### config.mk
export PLATFORM = sky130hd
export DESIGN_NAME = irqv_hub
export DESIGN_NICKNAME = d
export VERILOG_FILES = /design/src/rtl/irqv_pkg.sv /design/src/rtl/irqv_regs.sv /design/src/rtl/irqv_unit.sv /design/src/rtl/irqv_combiner.sv /design/src/rtl/irqv_hub.sv
export SDC_FILE = /design/constraint.sdc
export NUM_CORES = 2
export LEC_CHECK = 0
export BUFFER_PORTS_ARGS = -buffer_cell sky130_fd_sc_hd__buf_2
export CORE_MARGIN = 2
export CORE_UTILIZATION = 40
export DETAILED_ROUTE_END_ITERATION = 8
export PLACE_DENSITY = 0.54
export SYNTH_ARGS = -nofsm -noshare
export SYNTH_HDL_FRONTEND = slang
export SYNTH_SLANG_ARGS = --single-unit
### constraint.sdc
create_clock -name clk -period 8.2 [get_ports clk]
set_input_delay 1.23 -clock clk [delete_from_list [all_inputs] [get_ports clk]]
set_output_delay 1.23 -clock clk [all_outputs]
set_load 0.05 [all_outputs]
### src/rtl/irqv_pkg.sv
// Shared constants and helpers for the leveled interrupt controller.
// Assumes 64 source slots per unit, slot 0 unused.
package irqv_pkg;
    localparam int SRC_N   = 64;
    localparam int LVL_W   = 3;
    localparam int LVL_N   = 7;
    localparam int MASK_W  = 32;
    localparam logic [7:0] VEC_SPURIOUS = 8'd24;

    localparam logic [7:0] OFS_MASK_HI = 8'h00;
    localparam logic [7:0] OFS_MASK_LO = 8'h04;
    localparam logic [1:0] OFS_LVL_PG  = 2'b01;

    typedef logic [SRC_N-1:0][LVL_W-1:0] lvl_arr_t;

    // Encode the highest set bit of a decoded level vector into a level number.
    function automatic logic [LVL_W-1:0] top_level(input logic [LVL_N-1:0] dec);
        logic [LVL_W-1:0] r;
        r = '0;
        for (int i = 0; i < LVL_N; i++) begin
            if (dec[i]) r = LVL_W'(i + 1);
        end
        return r;
    endfunction
endpackage

### src/rtl/irqv_regs.sv
// Per-unit configuration storage: two 32-bit mask halves and a 3-bit level
// per source. Assumes the caller has already qualified wr_en with the unit select.
module irqv_regs
    import irqv_pkg::*;
(
    input  logic             clk,
    input  logic             rst_n,
    input  logic             wr_en,
    input  logic [7:0]       wr_ofs,
    input  logic [31:0]      wr_data,
    output logic [SRC_N-1:0] mask_o,
    output lvl_arr_t         lvl_o
);
    localparam int HALVES = SRC_N / MASK_W;

    logic [MASK_W-1:0] mask_half_q [HALVES];

    // Each mask half is its own register with its own write offset.
    for (genvar h = 0; h < HALVES; h++) begin : g_mask
        localparam logic [7:0] OFS = (h == 0) ? OFS_MASK_LO : OFS_MASK_HI;
        // Purpose: hold one mask half, reset to all masked.
        always_ff @(posedge clk) begin
            if (!rst_n)                         mask_half_q[h] <= '1;
            else if (wr_en && wr_ofs == OFS)    mask_half_q[h] <= wr_data;
        end
        assign mask_o[h*MASK_W +: MASK_W] = mask_half_q[h];
    end

    assign lvl_o[0] = '0;
    // Level registers for sources 1..63; slot 0 is never stored.
    for (genvar n = 1; n < SRC_N; n++) begin : g_lvl
        // Purpose: hold the programmed level of source n, reset to 0.
        always_ff @(posedge clk) begin
            if (!rst_n)
                lvl_o[n] <= '0;
            else if (wr_en && wr_ofs[7:6] == OFS_LVL_PG && wr_ofs[5:0] == 6'(n))
                lvl_o[n] <= wr_data[LVL_W-1:0];
        end
    end

    logic unused_wdata;
    assign unused_wdata = ^wr_data[31:LVL_W] ^ ^wr_data[LVL_W-1:0];
endmodule

### src/rtl/irqv_unit.sv
// One controller unit: combinational level decode and acknowledge choice.
// Assumes src/mask/lvl slot 0 carry no meaning; lowest source number wins a level.
module irqv_unit
    import irqv_pkg::*;
#(
    parameter logic [7:0] BASE = 8'd64
)(
    input  logic             clk,
    input  logic             rst_n,
    input  logic             wr_en,
    input  logic [7:0]       wr_ofs,
    input  logic [31:0]      wr_data,
    input  logic [SRC_N-1:0] src,
    input  logic [LVL_W-1:0] ack_lvl,
    output logic [LVL_N-1:0] dec_o,
    output logic [7:0]       ack_vec_o
);
    logic [SRC_N-1:0] mask;
    lvl_arr_t         lvl;
    logic [SRC_N-1:0] active;

    irqv_regs u_regs (
        .clk     (clk),
        .rst_n   (rst_n),
        .wr_en   (wr_en),
        .wr_ofs  (wr_ofs),
        .wr_data (wr_data),
        .mask_o  (mask),
        .lvl_o   (lvl)
    );

    assign active[0] = 1'b0;
    for (genvar n = 1; n < SRC_N; n++) begin : g_act
        assign active[n] = src[n] && !mask[n] && (lvl[n] != '0);
    end

    // Purpose: map each active source onto its level bit.
    always_comb begin
        dec_o = '0;
        for (int n = 1; n < SRC_N; n++) begin
            if (active[n]) dec_o[lvl[n] - 1'b1] = 1'b1;
        end
    end

    // Purpose: pick the lowest-numbered active source at the acknowledged level.
    always_comb begin
        logic       hit;
        logic [5:0] idx;
        hit = 1'b0;
        idx = '0;
        for (int n = SRC_N - 1; n >= 1; n--) begin
            if (active[n] && lvl[n] == ack_lvl) begin
                hit = 1'b1;
                idx = 6'(n);
            end
        end
        ack_vec_o = hit ? BASE + {2'b00, idx} : VEC_SPURIOUS;
    end

    logic unused_slot0;
    assign unused_slot0 = src[0] ^ mask[0];
endmodule

### src/rtl/irqv_combiner.sv
// Merges the decoded level vectors of all units and registers the highest level.
// Assumes NUM >= 1.
module irqv_combiner
    import irqv_pkg::*;
#(
    parameter int NUM = 2
)(
    input  logic                      clk,
    input  logic                      rst_n,
    input  logic [NUM-1:0][LVL_N-1:0] dec_i,
    output logic [LVL_N-1:0]          dec_all_o,
    output logic [LVL_W-1:0]          level_o
);
    // Purpose: OR the per-unit level vectors.
    always_comb begin
        dec_all_o = '0;
        for (int u = 0; u < NUM; u++) dec_all_o |= dec_i[u];
    end

    // Purpose: register the encoded highest pending level.
    always_ff @(posedge clk) begin
        if (!rst_n) level_o <= '0;
        else        level_o <= top_level(dec_all_o);
    end
endmodule

### src/rtl/irqv_hub.sv
// Top: NUM_UNITS controller units, the level combiner and the registered
// acknowledge return path. Assumes NUM_UNITS is 1 or 2; unit u has base
// BASE_FIRST + u*BASE_STEP, which must stay below 256-63.
module irqv_hub
    import irqv_pkg::*;
#(
    parameter int NUM_UNITS  = 2,
    parameter int BASE_FIRST = 64,
    parameter int BASE_STEP  = 64
)(
    input  logic                              clk,
    input  logic                              rst_n,
    input  logic [NUM_UNITS*64-1:0]           src_i,
    input  logic                              wr_en_i,
    input  logic [8+((NUM_UNITS>1)?$clog2(NUM_UNITS):1)-1:0] wr_addr_i,
    input  logic [31:0]                       wr_data_i,
    input  logic                              ack_req_i,
    input  logic [8+((NUM_UNITS>1)?$clog2(NUM_UNITS):1)-1:0] ack_addr_i,
    output logic [6:0]                        lvl_dec_o,
    output logic [2:0]                        irq_level_o,
    output logic                              ack_valid_o,
    output logic [7:0]                        ack_vec_o
);
    localparam int UNIT_W = (NUM_UNITS > 1) ? $clog2(NUM_UNITS) : 1;

    logic [NUM_UNITS-1:0][LVL_N-1:0] dec_u;
    logic [7:0]                      vec_u [NUM_UNITS];
    logic [LVL_W-1:0]                ack_lvl;
    logic [UNIT_W-1:0]               ack_unit;
    logic [UNIT_W-1:0]               wr_unit;

    assign ack_lvl  = ack_addr_i[4:2];
    assign ack_unit = ack_addr_i[8 +: UNIT_W];
    assign wr_unit  = wr_addr_i[8 +: UNIT_W];

    for (genvar u = 0; u < NUM_UNITS; u++) begin : g_unit
        localparam logic [7:0] BASE = 8'(BASE_FIRST + u * BASE_STEP);
        irqv_unit #(.BASE(BASE)) u_unit (
            .clk       (clk),
            .rst_n     (rst_n),
            .wr_en     (wr_en_i && wr_unit == UNIT_W'(u)),
            .wr_ofs    (wr_addr_i[7:0]),
            .wr_data   (wr_data_i),
            .src       (src_i[u*SRC_N +: SRC_N]),
            .ack_lvl   (ack_lvl),
            .dec_o     (dec_u[u]),
            .ack_vec_o (vec_u[u])
        );
    end

    irqv_combiner #(.NUM(NUM_UNITS)) u_comb (
        .clk       (clk),
        .rst_n     (rst_n),
        .dec_i     (dec_u),
        .dec_all_o (lvl_dec_o),
        .level_o   (irq_level_o)
    );

    // Purpose: select the addressed unit's vector, spurious for an absent unit.
    logic [7:0] ack_sel;
    always_comb begin
        ack_sel = VEC_SPURIOUS;
        for (int u = 0; u < NUM_UNITS; u++) begin
            if (ack_unit == UNIT_W'(u)) ack_sel = vec_u[u];
        end
    end

    // Purpose: register the acknowledge result and its valid flag.
    always_ff @(posedge clk) begin
        if (!rst_n) begin
            ack_valid_o <= 1'b0;
            ack_vec_o   <= '0;
        end else begin
            ack_valid_o <= ack_req_i;
            if (ack_req_i) ack_vec_o <= ack_sel;
        end
    end

    logic unused_ack_addr;
    assign unused_ack_addr = ^ack_addr_i[7:5] ^ ^ack_addr_i[1:0];
endmodule

==> reports/qor.txt <==
Die Span X: 328 um
CTS Buf Count: 60
Tot GR Track Use: 52.6%
Rows: 118
DR vias/cell: 6.76
Worst-Skew Late Latency: 0.74 ns
Number of I/O port buffers: 193
Synth Warn #: 0
R2r setup slk: 2.74 ns
Setup TNS: 0 ns
FMAX: 0.142 GHz
Clock-pin slew on the worst setup and hold paths: 0.06 ns
Synth area leaders: dfxtp_1, edfxtp_1, ha_1, nand2_1, xnor2_1
Area Growth Syn to Fin: 10.9%
# IOs: 201
DR vias: 48389
Initial antenna violation count: 42
TritonCTS clock tree: built
Layout cell share with drive strength beyond 1: 10.2%
Reg2Reg Depth: 11
Register Area: 11600 um^2
Critical Path AT: 5.83 ns
CTS Sinks: 516
Commonest cells post-synth: nand2_1, a21oi_1, nor3_1
Largest net degree at the start of global routing: 172
Clock Tree Buf Depth: 3
Post-CTS sizing: 0
Unrepaired setup endpoints after global routing: false
Largest fanout on the critical path: 8
Post-DR wirelength/cell: 40.9 um
Peak VDD IR: 204 uV
Area occupied by multi-input gates: 28200 um^2
Max-slew violations: 0
Startpoint Class: flip-flop
Post-synthesis cell count: 5606
Min-delay worst type: reg2reg
Synth Flop Type: dfxtp_1
First-pass GRT wire length: 376000 um
Number of synthesized flops with an enable pin: 126
Post-Syn Area: 41900 um^2
Pre-CTS WS: 2.03 ns
Initial DRC count: 8204
Max_slew headroom: 2.54%
Worst r2r src: g_unit[0].u_unit.u_regs.lvl_o[120]
Initial Utilization: 40.4%
Status: completed
Launch point of the worst hold path: ack_vec_o[3]
Total gr overflow: 0
Hold Fails Final Rpt: 0
Final WL: 292000 um
CTS HTree Levels: 2
Setup ws final: 1.14 ns
FILL cells: 10521
Seq/Total Area, Yosys: 27.7%
CTS Hold Buffers Added: 0
Clock Skew: 0.0744 ns
Die area: 107000 um^2
Reg-to-reg critical path endpoint: u_comb.level_o[1]
Leak Pwr: 15.3 nW
PwrDens: 129 nW/um^2
Final net count: 6136
Final critical-path share of the clock period: 86.0%
Die Span Y: 328 um
Drt first pass iters: 8
Core region area: 104000 um^2
Critical Path Sink Type: output port
Worst Hold End: ack_vec_o[3]
Count leader, synth: nand2_1
Mean Syn Cell Area: 7.47 um^2
Setup violators final: 0
Post-CTS Setup Inserts: 0
Yosys cell types: 84
Synth Register Bits: 516
Post-route DRC: 0
Worst Hold Depth: 2
Max-cap violations: 0
Detail Placement HPWL: 246000 um
Yosys top cell area share: 18.6%
Setup CP Type: reg2out
Async set-or-reset flop fraction in the synthesized netlist: 0%
Post-synth top area cell: dfxtp_1
Min cycle time layout: 7.06 ns
GP Congestion: 1.25
CP required: 6.97 ns
Number of global-route vias before repair: 42425
Net count after synthesis: 6040
Worst-Margin Slew: 1.45 ns
WHS: 0.483 ns
Final antenna-violating net count: 0
CTS root buf: clkbuf_16
Utilization after layout: 44.8%
## layer usage
metal | share of wire, % | wire length (um) | global-route usage [%] | vias up
li1 | - | - | - | 20143
met1 | 38 | 110000 | 65.1 | 23395
met2 | 39 | 114000 | 73.4 | 3901
met3 | 14 | 40500 | 20.2 | 926
met4 | 9.4 | 27500 | 39.4 | 24
met5 | 0.060 | 174 | 0 | -
## cell type report
| type | instances | area share [%] |
|---|---|---|
| clock inverter | 25 | 0.636 |
| sequential | 516 | 25.0 |
| timing repair buffer | 291 | 3.79 |
| tap | 1380 | 3.72 |
| clock buffer | 85 | 3.65 |
| multi-input combinational | 4549 | 60.8 |
| inverter | 284 | 2.31 |
| antenna | 23 | 0.124 |
## worst max-delay path by stage
| stage | to | slack [ns] | startpoint |
|---|---|---|---|
| 2_1_floorplan | g_unit[1].u_unit.u_regs.mask_half_q[1][0] | 2.99 | wr_addr_i[0] |
| 3_3_place_gp | lvl_dec_o[3] | 2.03 | src_i[118] |
| 3_5_place_dp | lvl_dec_o[3] | 2.03 | src_i[118] |
| 4_1_cts | lvl_dec_o[3] | 1.74 | g_unit[0].u_unit.u_regs.lvl_o[120] |
| 5_1_grt | lvl_dec_o[3] | 1.31 | g_unit[0].u_unit.u_regs.lvl_o[120] |
| 6_report | lvl_dec_o[3] | 1.14 | g_unit[0].u_unit.u_regs.lvl_o[120] |
## kinds of logic (layout without fill, tap and decap cells)
logic type,after synthesis,in the layout,share of synthesized area (%)
other cells,0,23,0
flops,516,516,27.7
mux,12,12,0.290
fa+ha+maj,252,252,7.53
compound gates,1145,1145,17.0
xor+xnor,487,487,10.2
simple gates,2653,2653,32.0
buf+inv,541,685,5.29
## through the flow
stage	area (um^2)	instances	total power, mW
finish	46400	7153	5.98
global placement	44400	7019	3.20
global route	46400	7130	6.06
floorplan	41900	5606	2.95
detailed placement	44400	7019	3.21
CTS	46400	7129	5.94
## power breakdown
group          switching (mW)  internal (mW)
registers              0.0240           2.64
clock network            1.23           1.57
logic                   0.409          0.115
## cells in the final DEF, fill, tap and decap left out, types with 14 or more instances in the layout
master / count
nand4b_1: 20
a2111oi_0: 26
nand2_1: 745
nor2_1: 231
or4_1: 23
o32ai_1: 46
nor2b_1: 117
or2_2: 140
o22ai_1: 157
diode_2: 23
clkbuf_1: 14
a311oi_1: 16
nor4_1: 111
clkbuf_16: 60
nor3b_1: 28
xor2_1: 200
and3_1: 24
inv_1: 283
xnor2_1: 286
and2_1: 71
ha_1: 252
o2111ai_1: 18
or3_1: 31
nand2b_1: 169
a21oi_1: 450
edfxtp_1: 126
o21ai_0: 225
buf_2: 187
nand3_1: 411
buf_4: 99
nand4_1: 46
a31oi_1: 29
o2111a_1: 50
dfxtp_1: 390
nor3_1: 409
## worst max-delay path: stages (launching register included)
cell,delay [ns]
dfxtp_1,0.82
inv_1,0.32
ha_1,0.32
xor2_1,1.05
nor2_1,0.12
a2111oi_2,0.98
nand4_1,0.31
nor4_1,0.33
nand2_1,0.13
or3_1,0.44
buf_2,0.26
## registers in the layout, summed over array words and instances (netlist names)
| name | flops |
|---|---|
| g_unit.u_unit.u_regs.lvl_o | 378 |
| ack_valid_o | 1 |
| g_unit.u_unit.u_regs.mask_half_q | 126 |
| u_comb.level_o | 3 |
| ack_vec_o | 8 |
(Power assumes the default switching activity.)
